**src/rtl/duart_irq_pkg.sv**
```systemverilog
package duart_irq_pkg;

  localparam int ADDR_W = 3;
  localparam int NUM_CH = 2;
  localparam int REG_W  = 8;
  localparam int CH_STRIDE = 3;   // registers per channel block
  localparam int CLR_CH = 0;      // channel whose status read clears irq

  typedef enum logic [ADDR_W-1:0] {
    REG_STAT_A = 3'd0,
    REG_CMD_A  = 3'd1,
    REG_HOLD_A = 3'd2,
    REG_STAT_B = 3'd3,
    REG_CMD_B  = 3'd4,
    REG_HOLD_B = 3'd5,
    REG_INTR   = 3'd6,
    REG_NONE   = 3'd7
  } reg_sel_e;

  localparam logic [REG_W-1:0] IRQ_FIELD_MASK = 8'h33;
  localparam int STAT_RX_BIT   = 0;
  localparam int STAT_TX_BIT   = 2;
  localparam int CMD_TXOFF_BIT = 3;

  typedef struct packed {
    logic tx_push;
    logic rx_pop;
    logic flush;
    logic stat_rd;
  } chan_req_t;

  // status/mask field positions per channel
  function automatic int tx_bit(input int ch);
    return 4 * ch;
  endfunction

  function automatic int rx_bit(input int ch);
    return 4 * ch + 1;
  endfunction

  // first register of a channel block
  function automatic logic [ADDR_W-1:0] ch_base(input int ch);
    return ADDR_W'(ch * CH_STRIDE);
  endfunction

  // channel status register contents
  function automatic logic [REG_W-1:0] chan_status(input logic avail);
    logic [REG_W-1:0] v;
    v = '0;
    v[STAT_RX_BIT] = avail;
    v[STAT_TX_BIT] = 1'b1;
    return v;
  endfunction

  // status update: set has priority over clear
  function automatic logic [REG_W-1:0] isr_next(input logic [REG_W-1:0] cur,
                                                input logic [REG_W-1:0] set,
                                                input logic [REG_W-1:0] clr);
    return ((cur & ~clr) | set) & IRQ_FIELD_MASK;
  endfunction

endpackage

```
**src/rtl/duart_irq_decode.sv**
```systemverilog
module duart_irq_decode
  import duart_irq_pkg::*;
#(
  parameter int DATA_W = 8
) (
  input  logic [ADDR_W-1:0]            bus_addr,
  input  logic                         bus_wr,
  input  logic                         bus_rd,
  input  logic [DATA_W-1:0]            bus_wdata,
  output chan_req_t [NUM_CH-1:0]       req,
  output logic                         mask_wr
);

  for (genvar c = 0; c < NUM_CH; c++) begin : g_ch
    localparam logic [ADDR_W-1:0] A_STAT = ch_base(c);
    localparam logic [ADDR_W-1:0] A_CMD  = ch_base(c) + ADDR_W'(1);
    localparam logic [ADDR_W-1:0] A_HOLD = ch_base(c) + ADDR_W'(2);

    assign req[c].stat_rd = bus_rd && (bus_addr == A_STAT);
    assign req[c].flush   = bus_wr && (bus_addr == A_CMD) && bus_wdata[CMD_TXOFF_BIT];
    assign req[c].tx_push = bus_wr && (bus_addr == A_HOLD);
    assign req[c].rx_pop  = bus_rd && (bus_addr == A_HOLD);
  end

  assign mask_wr = bus_wr && (bus_addr == REG_INTR);

endmodule

```
**src/rtl/duart_irq_tick.sv**
```systemverilog
module duart_irq_tick #(
  parameter int TICK_DIV = 2
) (
  input  logic clk,
  input  logic rst_n,
  input  logic tick,
  output logic wrap
);

  localparam int CNT_W = (TICK_DIV > 1) ? $clog2(TICK_DIV) : 1;
  localparam logic [CNT_W-1:0] LAST = CNT_W'(TICK_DIV - 1);

  logic [CNT_W-1:0] cnt_q;

  assign wrap = tick && (cnt_q == LAST);

  always_ff @(posedge clk) begin
    if (!rst_n) begin
      cnt_q <= '0;
    end else if (tick) begin
      cnt_q <= wrap ? '0 : cnt_q + CNT_W'(1);
    end
  end

endmodule

```
**src/rtl/duart_irq_state.sv**
```systemverilog
module duart_irq_state
  import duart_irq_pkg::*;
(
  input  logic                     clk,
  input  logic                     rst_n,
  input  chan_req_t [NUM_CH-1:0]   req,
  input  logic [NUM_CH-1:0]        rx_arrive,
  input  logic                     mask_wr,
  input  logic [REG_W-1:0]         mask_data,
  input  logic                     tick_wrap,
  output logic [REG_W-1:0]         isr_q,
  output logic [REG_W-1:0]         imr_q,
  output logic                     irq,
  output logic [REG_W-1:0]         ev_set,
  output logic                     tx_inject
);

  logic [REG_W-1:0] ev_clr;
  logic             tx_masked;
  logic             irq_clr;

  always_comb begin
    tx_masked = 1'b0;
    for (int c = 0; c < NUM_CH; c++) begin
      tx_masked = tx_masked | imr_q[tx_bit(c)];
    end
  end

  assign tx_inject = tick_wrap && tx_masked;
  assign irq_clr   = req[CLR_CH].stat_rd;

  always_comb begin
    ev_set = '0;
    ev_clr = '0;
    for (int c = 0; c < NUM_CH; c++) begin
      ev_set[rx_bit(c)] = rx_arrive[c] & imr_q[rx_bit(c)];
      ev_set[tx_bit(c)] = tx_inject;
      ev_clr[rx_bit(c)] = req[c].rx_pop;
      ev_clr[tx_bit(c)] = req[c].tx_push;
    end
  end

  always_ff @(posedge clk) begin
    if (!rst_n) begin
      isr_q <= '0;
      imr_q <= '0;
      irq   <= 1'b0;
    end else begin
      isr_q <= isr_next(isr_q, ev_set, ev_clr);
      if (mask_wr) begin
        imr_q <= mask_data & IRQ_FIELD_MASK;
      end
      if (|ev_set) begin
        irq <= 1'b1;
      end else if (irq_clr) begin
        irq <= 1'b0;
      end
    end
  end

endmodule

```
**src/rtl/duart_irq_ctrl.sv**
```systemverilog
module duart_irq_ctrl
  import duart_irq_pkg::*;
#(
  parameter int DATA_W   = 8,
  parameter int TICK_DIV = 2
) (
  input  logic              clk,
  input  logic              rst_n,
  input  logic [2:0]        bus_addr,
  input  logic              bus_wr,
  input  logic              bus_rd,
  input  logic [DATA_W-1:0] bus_wdata,
  output logic [DATA_W-1:0] bus_rdata,
  input  logic              rx_arrive_a,
  input  logic              rx_arrive_b,
  input  logic              rx_avail_a,
  input  logic              rx_avail_b,
  input  logic [7:0]        rx_char_a,
  input  logic [7:0]        rx_char_b,
  input  logic              tick,
  output logic [7:0]        tx_char,
  output logic              tx_push_a,
  output logic              tx_push_b,
  output logic              rx_pop_a,
  output logic              rx_pop_b,
  output logic              flush_a,
  output logic              flush_b,
  output logic              irq
);

  chan_req_t [NUM_CH-1:0] req;
  logic                   mask_wr;
  logic                   tick_wrap;
  logic [REG_W-1:0]       isr_q;
  logic [REG_W-1:0]       imr_q;
  logic [REG_W-1:0]       ev_set;
  logic                   tx_inject;
  logic [REG_W-1:0]       rd_byte;

  duart_irq_decode #(.DATA_W(DATA_W)) i_decode (
    .bus_addr  (bus_addr),
    .bus_wr    (bus_wr),
    .bus_rd    (bus_rd),
    .bus_wdata (bus_wdata),
    .req       (req),
    .mask_wr   (mask_wr)
  );

  duart_irq_tick #(.TICK_DIV(TICK_DIV)) i_tick (
    .clk   (clk),
    .rst_n (rst_n),
    .tick  (tick),
    .wrap  (tick_wrap)
  );

  duart_irq_state i_state (
    .clk       (clk),
    .rst_n     (rst_n),
    .req       (req),
    .rx_arrive ({rx_arrive_b, rx_arrive_a}),
    .mask_wr   (mask_wr),
    .mask_data (bus_wdata[REG_W-1:0]),
    .tick_wrap (tick_wrap),
    .isr_q     (isr_q),
    .imr_q     (imr_q),
    .irq       (irq),
    .ev_set    (ev_set),
    .tx_inject (tx_inject)
  );

  // read mux
  always_comb begin
    rd_byte = '0;
    if (bus_rd) begin
      unique case (bus_addr)
        REG_STAT_A: rd_byte = chan_status(rx_avail_a);
        REG_STAT_B: rd_byte = chan_status(rx_avail_b);
        REG_HOLD_A: rd_byte = rx_char_a;
        REG_HOLD_B: rd_byte = rx_char_b;
        REG_INTR:   rd_byte = isr_q;
        default:    rd_byte = '0;
      endcase
    end
  end

  assign bus_rdata = DATA_W'(rd_byte);
  assign tx_char   = bus_wdata[7:0];
  assign tx_push_a = req[0].tx_push;
  assign tx_push_b = req[1].tx_push;
  assign rx_pop_a  = req[0].rx_pop;
  assign rx_pop_b  = req[1].rx_pop;
  assign flush_a   = req[0].flush;
  assign flush_b   = req[1].flush;

endmodule

```
**config.mk**
```make
export PLATFORM = sky130hd
export DESIGN_NAME = duart_irq_ctrl
export DESIGN_NICKNAME = d
export VERILOG_FILES = /design/src/rtl/duart_irq_pkg.sv /design/src/rtl/duart_irq_decode.sv /design/src/rtl/duart_irq_tick.sv /design/src/rtl/duart_irq_state.sv /design/src/rtl/duart_irq_ctrl.sv
export SDC_FILE = /design/constraint.sdc
export NUM_CORES = 1
export LEC_CHECK = 0
export ABC_AREA = 0
export BUFFER_PORTS_ARGS = -buffer_cell sky130_fd_sc_hd__buf_4
export CAP_MARGIN = 10
export CORE_UTILIZATION = 30
export CTS_CLUSTER_DIAMETER = 80
export DETAILED_ROUTE_END_ITERATION = 16
export GPL_TIMING_DRIVEN = 0
export PLACE_DENSITY_LB_ADDON = 0.3
export SLEW_MARGIN = 20
export SYNTH_ARGS = -nofsm -noshare
export SYNTH_HDL_FRONTEND = slang
export SYNTH_SLANG_ARGS = --single-unit
```
**constraint.sdc**
```tcl
create_clock -name clk -period 1.4 [get_ports clk]
set_input_delay 0.07 -clock clk [delete_from_list [all_inputs] [get_ports clk]]
set_output_delay 0.07 -clock clk [all_outputs]
set_load 0.02 [all_outputs]
```
==> flow_metrics.env <==
export IMPL_synth_yosys_warnings=0
export IMPL_cts_max_level=1
export IMPL_grt_overflow=0
export IMPL_crit_path_max_fanout=2
export IMPL_syn_area_per_cell_sq_um=8.28
export IMPL_portBuffers=55
export IMPL_detail_route_antenna_nets=0
export IMPL_tritoncts="yes"
export IMPL_synth_ff_type="dfxtp_1"
export IMPL_die_h_um=52.4
export IMPL_clkTransAtPathRegs_ns=0.06
export IMPL_slew_viol_final=0
export IMPL_cp_num_buf_inv=1
export IMPL_vias_per_cell=4.68
export IMPL_cts_root_buffer="clkbuf_4"
export IMPL_clockBufferDepth=2
export IMPL_syn_area_sq_um=762
export IMPL_critical_path_max_stage_delay_ns=0.32
export IMPL_max_freq_mhz=767
export IMPL_cts_hold_fix_buffers=0
export IMPL_worstMarginPinSlew_ns=0.387
export IMPL_drive_gt1_share_pct=49.7
export IMPL_finalCritPeriodShare_pct=93.2
export IMPL_power_density_mw_per_mm2=655
export IMPL_drc=0
export IMPL_async_reset_ff_share_pct=0
export IMPL_place_hpwl_um=1600
export IMPL_drt_first_pass_iters=4
export IMPL_hold_class="input port to flop"
export IMPL_postRouteWirelength_um=1970
export IMPL_yosysSeqAreaShare_pct=26.3
export IMPL_n_fill_cell=210
export IMPL_drt_iter0_drc=13
export IMPL_path_class="flop to primary output"
export IMPL_start_util_pct=33.2
export IMPL_cts_made_buffers=3
export IMPL_synth_edf_count=0
export IMPL_postCtsSetupRepairBufs=0
export IMPL_cp_required_ns=1.33
export IMPL_clk_latency_ns=0.27
export IMPL_finalCriticalPeriod_ns=1.30
export IMPL_fp_row_count=17
export IMPL_die_area_sq_mm=0.00275
export IMPL_synth_cells=92
export IMPL_whs_ns=0.0626
export IMPL_finalHoldViolations=0
export IMPL_coreArea_sq_mm=0.00230
export IMPL_crit_path_end_kind="primary output"
export IMPL_critPathArrivalTime_ns=1.23
export IMPL_gp_congestion=0.776
export IMPL_status="finished clean"
export IMPL_worstSetupStartpointType="flop"
export IMPL_syn_to_final_growth_pct=63.7
export IMPL_synth_cell_types=28
export IMPL_antennaDiodeCount=0
export IMPL_synth_seq_cells=10
export IMPL_cp_top_family="flip-flops"
export IMPL_skew_ns=0.000432
export IMPL_crit_slowest_cell="dfxtp_2"
export IMPL_grt_total_usage_pct=15.0
export IMPL_grt_max_degree=11
export IMPL_grt_pass1_wl_um=3050
export IMPL_ctsResizeCount=0
export IMPL_power_leakage_nw=0.628
export IMPL_ir_drop_v=0.000491
export IMPL_wire_per_inst_um=11.0
export IMPL_timing_slew_headroom_pct=74.1
export IMPL_vias=837
export IMPL_first_global_vias=747
export IMPL_rsz0062_at_grt="true"
export IMPL_clkSinkCount=10
export IMPL_synth_net_count=128
export IMPL_fin_total_pwr_uw=817
export IMPL_final_nets=188
export IMPL_path_cells="mux2i_1, o21ai_1, a222oi_1, nor2_1, buf_4"
export IMPL_io_pins=59
export IMPL_antenna_found_initial=0
export IMPL_setup_violations_final=0
export IMPL_maxCapViolations=0
export IMPL_die_x_um=52.4
[state kept, by name, summed over array words and instances (netlist names)]
signal	cells
i_state.isr_q	4
i_tick.cnt_q	1
i_state.irq	1
i_state.imr_q	4
[synth_stat cells, types with 2 or more instances]
cell type   n  area [sq um]
mux2i_1     8          80.1
a21boi_1    4          30.0
o21ai_1     4          20.0
nand4b_1    2          17.5
nor2b_1     7          43.8
o211ai_1    2          15.0
inv_1       2          7.51
nor2_1      3          11.3
nor3_1      2          10.0
nand2_1     6          22.5
nand3_1     2          10.0
a22oi_1     3          22.5
and2_1      6          37.5
a21oi_1     2          10.0
buf_4      10          75.1
dfxtp_1    10           200
nand2b_1    7          43.8
and2_4      2          17.5
[report_power, final]
part	internal [mW]	switching (mW)	total, mW
Combinational	0.148	0.111	0.259
Clock	0.158	0.103	0.262
Sequential	0.292	0.00430	0.297
[tightest hold or removal path: stages]
cell,delay (ns)
buf_4,0.08
mux2i_1,0.05
nor2b_1,0.09
[cell usage in the layout (no fill, tap or decap), drive strengths merged, types with 3 or more instances in the layout]
cell type  instances
nand2b             7
and2               8
a22oi              3
a21boi             4
buf               67
nor2b              7
dfxtp             10
mux2i              8
nor2               3
clkbuf             4
nand2              6
o21ai              5
[final timing paths]
path	startpoint	slack, ns	end	cells after the start
max reg2reg	i_state.imr_q[0]	0.42	i_state.irq	4
max	i_state.isr_q[0]	0.1	bus_rdata[0]	5
min	bus_wdata[0]	0.06	i_state.imr_q[0]	3
min reg2reg	i_state.isr_q[4]	0.47	i_state.isr_q[4]	2
[logic make-up (layout without fill, tap and decap cells)]
kind of cell	count (synthesis)	after routing	synth area share [%]
xor gates and xnor gates	1	1	1.15
AOI/OAI and AO/OA	19	19	17.2
buffers and inverters	14	73	13.0
muxes	8	8	10.5
DFF	10	10	26.3
and+or+nand+nor	40	40	31.9
[layer usage]
layer / wire length, um / global-route usage [%] / up-vias
li1: - / - / 432
met1: 829 / 15.5 / 360
met2: 916 / 27.2 / 42
met3: 192 / 4.06 / 3
met4: 30 / 7.89 / 0
met5: 0 / 0 / -
[stage by stage]
step	area [sq um]	util [%]	setup WS [ns]	TNS [ns]	instances
after floorplan	762	-	0.379	0	92
after global placement	1210	52.7	0.248	0	175
after detailed placement	1210	52.7	0.213	0	175
after CTS	1250	54.2	0.0844	0	179
after global routing	1250	54.3	-0.0488	-0.0488	179
final	1250	54.3	0.0959	0	179
[cell type report]
type	instances	area (sq um)	area share [%]
tap	28	35.0	2.81
inverter	2	7.51	0.602
clock buffer	4	36.3	2.91
timing repair buffer	55	413	33.1
buffer	12	91.3	7.32
sequential	10	201	16.1
multi-input combinational	68	463	37.1
Power figures use the tool's default switching activity.
